## src/rtl/synth_ctrl_pkg.sv

```systemverilog
package synth_ctrl_pkg;
    localparam int DIV_W  = 14;
    localparam int WORD_W = DIV_W + 10;

    typedef struct packed {
        logic             pol;
        logic             rst_req;
        logic             band;
        logic             resp;
        logic             stby;
        logic [1:0]       det;
        logic             gpo;
        logic             acq;
        logic             fsmp;
        logic [DIV_W-1:0] div;
    } ctrl_t;

    function automatic ctrl_t ctrl_default();
        ctrl_t c;
        c      = '0;
        c.stby = 1'b1;
        return c;
    endfunction

    function automatic ctrl_t ctrl_next(input logic [WORD_W-1:0] w);
        ctrl_t c;
        c = ctrl_t'(w);
        if (c.rst_req) c = ctrl_default();
        c.rst_req = 1'b0;
        return c;
    endfunction
endpackage

```

## src/rtl/ser_shift.sv

```systemverilog
module ser_shift #(
    parameter int W = 24
) (
    input  logic         clk,
    input  logic         rst,
    input  logic         sdi,
    input  logic         shift_en,
    output logic [W-1:0] word
);
    always_ff @(posedge clk) begin
        if (rst)           word <= '0;
        else if (shift_en) word <= {word[W-2:0], sdi};
    end

    a_r2_shift_in: assert property (@(posedge clk) disable iff (rst)
        shift_en |=> (word[0] == $past(sdi)));
endmodule

```

## src/rtl/strobe_guard.sv

```systemverilog
module strobe_guard (
    input  logic clk,
    input  logic rst,
    input  logic load,
    input  logic fcnt_busy,
    input  logic adc_busy,
    output logic accept,
    output logic wr_err
);
    logic load_q;
    logic rise;

    always_comb begin
        rise   = load & ~load_q;
        accept = rise & ~(fcnt_busy & adc_busy);
    end

    always_ff @(posedge clk) begin
        if (rst) begin
            load_q <= 1'b0;
            wr_err <= 1'b0;
        end else begin
            load_q <= load;
            wr_err <= rise & fcnt_busy & adc_busy;
        end
    end

    a_r8_err_single: assert property (@(posedge clk) disable iff (rst)
        wr_err |=> !wr_err);
    a_r3_edge_only: assert property (@(posedge clk) disable iff (rst)
        accept |=> !accept);
endmodule

```

## src/rtl/ctrl_decode.sv

```systemverilog
module ctrl_decode (
    input  logic clk,
    input  logic rst,
    input  logic stby,
    input  logic band,
    input  logic fcnt_busy,
    input  logic adc_busy,
    output logic lo_det_en,
    output logic hi_det_en,
    output logic ref_out_en,
    output logic cnt_en,
    output logic abort_cnt,
    output logic abort_adc
);
    always_comb begin
        cnt_en     = ~stby;
        lo_det_en  = cnt_en & ~band;
        hi_det_en  = cnt_en & band;
        ref_out_en = lo_det_en;
        abort_cnt  = stby & fcnt_busy;
        abort_adc  = stby & adc_busy;
    end

    a_r6_one_band: assert property (@(posedge clk) disable iff (rst)
        $onehot0({lo_det_en, hi_det_en}));
    a_r7_abort_in_stby: assert property (@(posedge clk) disable iff (rst)
        (abort_cnt || abort_adc) |-> !cnt_en);
endmodule

```

## src/rtl/synth_ctrl_reg.sv

```systemverilog
module synth_ctrl_reg
    import synth_ctrl_pkg::*;
(
    input  logic             clk,
    input  logic             rst,
    input  logic             sdi,
    input  logic             shift_en,
    input  logic             load,
    input  logic             fcnt_busy,
    input  logic             adc_busy,
    output logic             pol_inv,
    output logic             band_hi,
    output logic             in_resp,
    output logic             standby,
    output logic [1:0]       det_resp,
    output logic             gpo,
    output logic             acq_wide,
    output logic             fsample_en,
    output logic [DIV_W-1:0] ref_div,
    output logic             lo_det_en,
    output logic             hi_det_en,
    output logic             ref_out_en,
    output logic             cnt_en,
    output logic             abort_cnt,
    output logic             abort_adc,
    output logic             core_rst,
    output logic             wr_err
);
    logic [WORD_W-1:0] sword;
    logic              accept;
    ctrl_t             ctrl_q;
    ctrl_t             in_word;

    ser_shift #(.W(WORD_W)) u_shift (
        .clk(clk), .rst(rst), .sdi(sdi), .shift_en(shift_en), .word(sword)
    );

    strobe_guard u_guard (
        .clk(clk), .rst(rst), .load(load), .fcnt_busy(fcnt_busy),
        .adc_busy(adc_busy), .accept(accept), .wr_err(wr_err)
    );

    assign in_word = ctrl_t'(sword);

    always_ff @(posedge clk) begin
        if (rst) begin
            ctrl_q   <= ctrl_default();
            core_rst <= 1'b0;
        end else begin
            core_rst <= accept & in_word.rst_req;
            if (accept) ctrl_q <= ctrl_next(sword);
        end
    end

    assign pol_inv    = ctrl_q.pol;
    assign band_hi    = ctrl_q.band;
    assign in_resp    = ctrl_q.resp;
    assign standby    = ctrl_q.stby;
    assign det_resp   = ctrl_q.det;
    assign gpo        = ctrl_q.gpo;
    assign acq_wide   = ctrl_q.acq;
    assign fsample_en = ctrl_q.fsmp;
    assign ref_div    = ctrl_q.div;

    ctrl_decode u_dec (
        .clk(clk), .rst(rst), .stby(ctrl_q.stby), .band(ctrl_q.band),
        .fcnt_busy(fcnt_busy), .adc_busy(adc_busy),
        .lo_det_en(lo_det_en), .hi_det_en(hi_det_en), .ref_out_en(ref_out_en),
        .cnt_en(cnt_en), .abort_cnt(abort_cnt), .abort_adc(abort_adc)
    );

    a_r8_refused_holds: assert property (@(posedge clk) disable iff (rst)
        wr_err |-> $stable(ctrl_q));
    a_r5_reset_defaults: assert property (@(posedge clk) disable iff (rst)
        core_rst |-> (standby && !gpo && !fsample_en && !pol_inv));
    a_r5_pulse_single: assert property (@(posedge clk) disable iff (rst)
        core_rst |=> !core_rst);
    a_r9_fsmp_sticky: assert property (@(posedge clk) disable iff (rst)
        (!accept && !core_rst) |=> $stable(fsample_en));
endmodule

```

## config.mk

```make
export PLATFORM = sky130hd
export DESIGN_NAME = synth_ctrl_reg
export DESIGN_NICKNAME = d
export VERILOG_FILES = /design/src/rtl/synth_ctrl_pkg.sv /design/src/rtl/ser_shift.sv /design/src/rtl/strobe_guard.sv /design/src/rtl/ctrl_decode.sv /design/src/rtl/synth_ctrl_reg.sv
export SDC_FILE = /design/constraint.sdc
export NUM_CORES = 1
export LEC_CHECK = 0
export BUFFER_PORTS_ARGS = -buffer_cell sky130_fd_sc_hd__buf_4
export CORE_MARGIN = 2
export CORE_UTILIZATION = 40
export DETAILED_ROUTE_END_ITERATION = 6
export PLACE_DENSITY = 0.6
export SYNTH_ARGS = -nofsm -noshare
export SYNTH_HDL_FRONTEND = slang
export SYNTH_SLANG_ARGS = --single-unit
export TNS_END_PERCENT = 10
```

## constraint.sdc

```tcl
create_clock -name clk -period 1.65 [get_ports clk]
set_clock_uncertainty 0.15 [all_clocks]
set_input_delay 0.495 -clock clk [delete_from_list [all_inputs] [get_ports clk]]
set_output_delay 0.495 -clock clk [all_outputs]
set_load 0.01 [all_outputs]
```

==> out/qor.yml, run 1 <==
status:
  outcome: "finished clean"
placed_design:
  place_ws_ps: 112
  io_buffers: 37
  dp_hpwl_um: 2680
  dpl-instance-area_mm2: 0.00231
  gp_congestion: 0.704
  place_inst: 293
timing:
  rsz0062_at_grt: "no"
  worst_pin_slew_ps: 406
  slew_violations: 0
  slew-limit-headroom: 0.729
  finalCritPeriodShare: 0.955
  period_needed_ps: 1580
  hold_viol: 0
  tns_ps: 0
  final-setup-viol-count: 0
  final.setup.worst_slack_ps: 74.6
  worst_hold_slack_ps: 299
  max_freq_mhz: 635
clock_network:
  clockRootBuffer: "clkbuf_8"
  ctsHoldBuffers: 0
  cts_tree: "yes"
  h-tree-depth: 2
  cts_buffers: 5
  clock_path_buffers: 2
  cts.clk_slew.worst_paths_ps: 90
  clk_latency_ps: 290
  numClockSinks: 50
  post_cts_buffers: 0
synth:
  yosysTopAreaCellShare: 0.507
  synth_edf_count: 0
  synth.avg_cell_area_um2: 9.92
  synth.cell_area_mm2: 0.00197
  synth_area_leaders: "dfxtp_1 (51%), mux2i_1 (13%), nand4b_1 (9.8%)"
  synth_fp_nets: 206
  synth_largest_area_cell: "dfxtp_1"
  synth_cell_types: 19
  synthCells: 199
  synth_ff_type: "dfxtp_1"
  ys_seq_area_frac: 0.507
  ys_warn_count: 0
  synthArstFlopShare: 0
  ys_ff_latch: 50
floorplanning:
  core_area_mm2: 0.00475
  dieArea_mm2: 0.00551
  initial_core_util: 0.415
  core.rowCount: 25
  die_width_um: 74.2
  die_y_um: 74.2
  ioPinCount: 38
worst_setup_path:
  rr_worst_depth: 4
  startpoint_type: "flip-flop"
  critPathKind: "flip-flop to output port"
  crit_start: "standby$_SDFFE_PP1P_"
  r2r_slack_ps: 410
  critPathMaxStageDelay_ps: 390
  critPathCaptureType: "output port"
  cp.arrival_ps: 930
  worstPathCellList: "and2_1 -> buf_4"
  r2r-start: "u_guard.load_q$_SDFF_PP0_"
  crit_path_max_fanout: 7
  endpoint: "abort_cnt"
  crit_path_top_delay_cell: "dfxtp_2"
  r2r_end: "ref_div[13]$_SDFFE_PP0P_"
  required_ps: 1000
routing:
  num_vias: 1523
  postRouteWirelength_um: 4120
  via_per_inst: 5.06
  drc_errors: 0
  wl_met3_um: 166
  dr.pass1.iters: 4
  routedWlPerCell_um: 13.7
  drt_iter0_drc: 63
  antenna_left: 0
  wl_met1_um: 2190
  wl_met2_um: 1710
  routed.top_layer: "met4"
final_layout:
  antenna_cells: 0
  largest_reg_flops: 24
  fin_cells: 301
  nFillCells: 479
  area_delta_synth_final_pct: 21.8
  final_cell_area_mm2: 0.00240
  final_common_cell: "dfxtp_1"
  final_nets: 240
  mostFrequentLayoutCells: "dfxtp_1 (49), buf_4 (43), nor2_1 (26)"
  largest_register: "u_shift.word"
  drive_above_1_share: 0.235
  final_core_util: 0.506
power:
  powerDensity_mw_per_mm2: 882
  p_leak_nw: 0.979
  pwr-share-comb: 0.082
  p_seq_frac: 0.577
  ir_drop_v: 0.000338
  internal_power_mw: 1.63
  power_frac_clock: 0.341
  switchingPower_mw: 0.493
  p_total_mw: 2.12
  netSwitchingFraction: 0.232
global_routing:
  antenna_found_initial: 0
  grt_pass1_wl_um: 6770
  grt.total_usage: 0.160
  grt_max_degree: 27
  gr-total-overflow: 0
  grt_pass1_vias: 1402
flow_run:
  max_cap_violations: 0
min_path:
  min_path_type: "input pin to flip-flop"
==> cells in the mapped netlist, types with 2 or more instances <==
library cell	n
o21ai_0	2
nor3b_1	2
and2_1	3
o21ai_1	20
clkbuf_1	5
nand4b_1	22
mux2i_1	25
a21oi_1	22
buf_2	7
dfxtp_1	50
nor2b_1	2
buf_6	6
nor2_1	26
nand2_1	2
==> critical path, delay by kind of cell (launching register included) <==
kind | cells | cell delay (ps)
flip-flops | 1 | 390
AND/OR/NAND/NOR | 1 | 140
buffers and inverters | 1 | 110
==> how the worst min path moves through the flow <==
| stage | from | end | depth (start not counted) |
|---|---|---|---|
| final | sdi | u_shift.word[0]$_SDFFE_PP0P_ | 3 |
| after CTS | sdi | u_shift.word[0]$_SDFFE_PP0P_ | 3 |
| after global placement | fsample_en$_SDFFE_PP0P_ | fsample_en$_SDFFE_PP0P_ | 2 |
| after floorplan | u_shift.word[23]$_SDFFE_PP0P_ | u_shift.word[23]$_SDFFE_PP0P_ | 2 |
| after detailed placement | fsample_en$_SDFFE_PP0P_ | fsample_en$_SDFFE_PP0P_ | 2 |
| after global routing | load | u_guard.load_q$_SDFF_PP0_ | 2 |
==> cell families (layout without fill, tap and decap cells) <==
group,Yosys count,count (layout),share of synthesized area
compound gates,44,44,0.112
simple gates,60,60,0.187
flops,50,50,0.507
mux,25,25,0.127
buf+inv,20,55,0.0672
==> timing repair <==
| action | 4_1_cts | 5_1_grt |
|---|---|---|
| endpoints found under the setup margin | 1 | 0 |
| hold endpoints to repair | 0 | 0 |
| resized for setup | 1 | 0 |
==> power groups by stage <==
stage | clock [mW] | sequential, mW | combinational (mW)
2_1_floorplan | 0 | 1.25 | 0.115
3_3_place_gp | 0 | 1.25 | 0.174
3_5_place_dp | 0 | 1.25 | 0.174
4_1_cts | 0.742 | 1.22 | 0.174
5_1_grt | 0.778 | 1.22 | 0.189
6_report | 0.723 | 1.22 | 0.173
==> metal layers <==
layer,vias to the layer above,track usage
met4,0,0.0536
met2,31,0.229
met5,-,0
li1,774,-
met3,5,0.0366
met1,713,0.236
==> final cells by class <==
| class | count | area, um2 | area share |
|---|---|---|---|
| flip-flops and latches | 50 | 1000 | 0.417 |
| clock buffers | 7 | 86.3 | 0.0359 |
| repair buffers | 46 | 383 | 0.159 |
| clock inverters | 1 | 5.00 | 0.00208 |
| multi-input cells | 129 | 840 | 0.349 |
| inverters | 1 | 3.75 | 0.00156 |
| well taps | 67 | 83.8 | 0.0349 |
Power figures use the tool's default switching activity.
==> inputs of run 2 (changes only) <==
--- a/config.mk
+++ b/config.mk
@@ -10,6 +10,7 @@
 export CORE_UTILIZATION = 40
 export DETAILED_ROUTE_END_ITERATION = 6
 export PLACE_DENSITY = 0.6
+export RECOVER_POWER = 100
 export SYNTH_ARGS = -nofsm -noshare
 export SYNTH_HDL_FRONTEND = slang
 export SYNTH_SLANG_ARGS = --single-unit
==> run 2 against run 1 <==
Net effect:
- hold slack worse by 0.94 ps
- utilization shrank 2.4 points
- critical endpoint unchanged
- power is 0.40% lower
- first-iteration DRC count increased by 9.5%
- clock power about the same
- combinational power fell by 5%
- sequential cell count unchanged
- non-clock buffer count unchanged
- fmax decreased by 0.42%
- sequential share of layout area grew 2.0 points
==> out/qor.yml, run 2 (synthesized netlist as in run 1, its figures left out) <==
status:
  outcome: "finished clean"
floorplanning:
  initial_core_util: 0.415  # unchanged
  dieArea_mm2: 0.00551  # unchanged
  core.rowCount: 25  # unchanged
  die_y_um: 74.2  # unchanged
  core_area_mm2: 0.00475  # unchanged
  die_width_um: 74.2  # unchanged
  ioPinCount: 38  # unchanged
timing:
  slew-limit-headroom: 0.475  # -0.254
  tns_ps: 0  # unchanged
  slew_violations: 0  # unchanged
  rsz0062_at_grt: "no"
  period_needed_ps: 1580  # +6.57 ps
  hold_viol: 0  # unchanged
  max_freq_mhz: 632  # -0.42%
  finalCritPeriodShare: 0.959  # +0.00398
  worst_pin_slew_ps: 787  # +381 ps
  final-setup-viol-count: 0  # unchanged
worst_setup_path:
  r2r_slack_ps: 250  # -160 ps
  critPathCaptureType: "output port"
  r2r-start: "u_guard.load_q$_SDFF_PP0_"
  r2r_end: "ref_div[1]$_SDFFE_PP0P_"
  cp.arrival_ps: 940  # about the same
  critPathKind: "flip-flop to output port"
  startpoint_type: "flip-flop"
  crit_path_max_fanout: 7  # unchanged
  rr_worst_depth: 4  # unchanged
  required_ps: 1000  # about the same
global_routing:
  grt_pass1_wl_um: 6770  # unchanged
  gr-total-overflow: 0  # unchanged
  grt.total_usage: 0.160  # unchanged
  grt_pass1_vias: 1402  # unchanged
  grt_max_degree: 27  # unchanged
  antenna_found_initial: 0  # unchanged
power:
  p_leak_nw: 0.858  # -12%
  ir_drop_v: 0.000340  # +0.70%
  powerDensity_mw_per_mm2: 921  # +4.5%
placed_design:
  place_inst: 293  # unchanged
  io_buffers: 37  # unchanged
  gp_congestion: 0.704  # unchanged
  dp_hpwl_um: 2680  # unchanged
min_path:
  hp-start: "sdi"
  holdPathEnd: "u_shift.word[0]$_SDFFE_PP0P_"
  min_path_type: "input pin to flip-flop"
  hold_depth: 3  # unchanged
routing:
  drt_iter0_drc: 69  # +9.5%
  dr.pass1.iters: 4  # unchanged
  num_vias: 1544  # +1.4%
  postRouteWirelength_um: 4140  # +0.51%
  drc_errors: 0  # unchanged
  routedWlPerCell_um: 13.8  # +0.51%
  via_per_inst: 5.13  # +1.4%
  antenna_left: 0  # unchanged
clock_network:
  numClockSinks: 50  # unchanged
  post_cts_buffers: 0  # unchanged
  h-tree-depth: 2  # unchanged
  clockRootBuffer: "clkbuf_8"
  cts_tree: "yes"
  clock_path_buffers: 2  # unchanged
  cts.clk_slew.worst_paths_ps: 90  # about the same
  cts_resized: 1  # unchanged
  cts_buffers: 5  # unchanged
  ctsHoldBuffers: 0  # unchanged
  clk_latency_ps: 290  # about the same
final_layout:
  antenna_cells: 0  # unchanged
  mostFrequentLayoutCells: "dfxtp_1 (49), clkbuf_1 (29), nor2_1 (26)"
  final_nets: 240  # unchanged
  fin_cells: 301  # unchanged
  largest_register: "u_shift.word"
  area_delta_synth_final_pct: 16.1
  nFillCells: 507  # +5.8%
  final_common_cell: "dfxtp_1"
  largest_reg_flops: 24  # unchanged
  drive_above_1_share: 0.115  # -0.120
flow_run:
  max_cap_violations: 0  # unchanged
-- run 2: worst max path at each step --
stage,cells past startpoint,end,startpoint
after floorplan,2,ref_out_en,standby$_SDFFE_PP1P_
after global placement,3,abort_cnt,fcnt_busy
after detailed placement,3,abort_cnt,fcnt_busy
after CTS,2,hi_det_en,band_hi$_SDFFE_PP0P_
after global routing,2,abort_cnt,standby$_SDFFE_PP1P_
final,2,abort_cnt,standby$_SDFFE_PP1P_
-- run 2: area by class of cell --
class                      count  area (um2)  area share
clock buffer                   7        86.3      0.0377
clock inverter                 1        5.00     0.00218
inverter                       1        3.75     0.00164
multi-input combinational    129         840       0.366
sequential                    50        1000       0.437
tap                           67        83.8      0.0366
timing repair buffer          46         270       0.118
-- run 2: power breakdown --
part | leakage, nW | internal (mW) | switching (mW)
registers | 0.403 | 1.21 | 0.00827
logic | 0.407 | 0.0663 | 0.0978
clock network | 0.0482 | 0.339 | 0.385
total | 0.858 | 1.62 | 0.491
-- run 2: through the flow --
| stage | instance area [um2] | setup slack (ps) | hold WS, ps | util | power, mW |
|---|---|---|---|---|---|
| 4_1_cts | 2400 | 63.0 | 296 | 0.506 | 2.14 |
| 6_report | 2290 | 68.0 | 298 | 0.482 | 2.11 |
| 2_1_floorplan | 1970 | 252 | 311 | - | 1.37 |
| 3_5_place_dp | 2310 | 112 | 317 | 0.486 | 1.42 |
| 5_1_grt | 2290 | 15.3 | 339 | 0.482 | 2.18 |
| 3_3_place_gp | 2310 | 122 | 307 | 0.486 | 1.42 |
-- run 2: metal layers --
metal	up-vias	GRT usage	share of wire
li1	779	-	-
met1	729	0.236	0.54
met2	31	0.229	0.41
met3	5	0.0366	0.040
met4	0	0.0536	0.012
met5	-	0	0
-- run 2: critical path, stage by stage, from the launching register on --
cell and delay, ps:
dfxtp_2 390, and2_0 140, buf_4 120
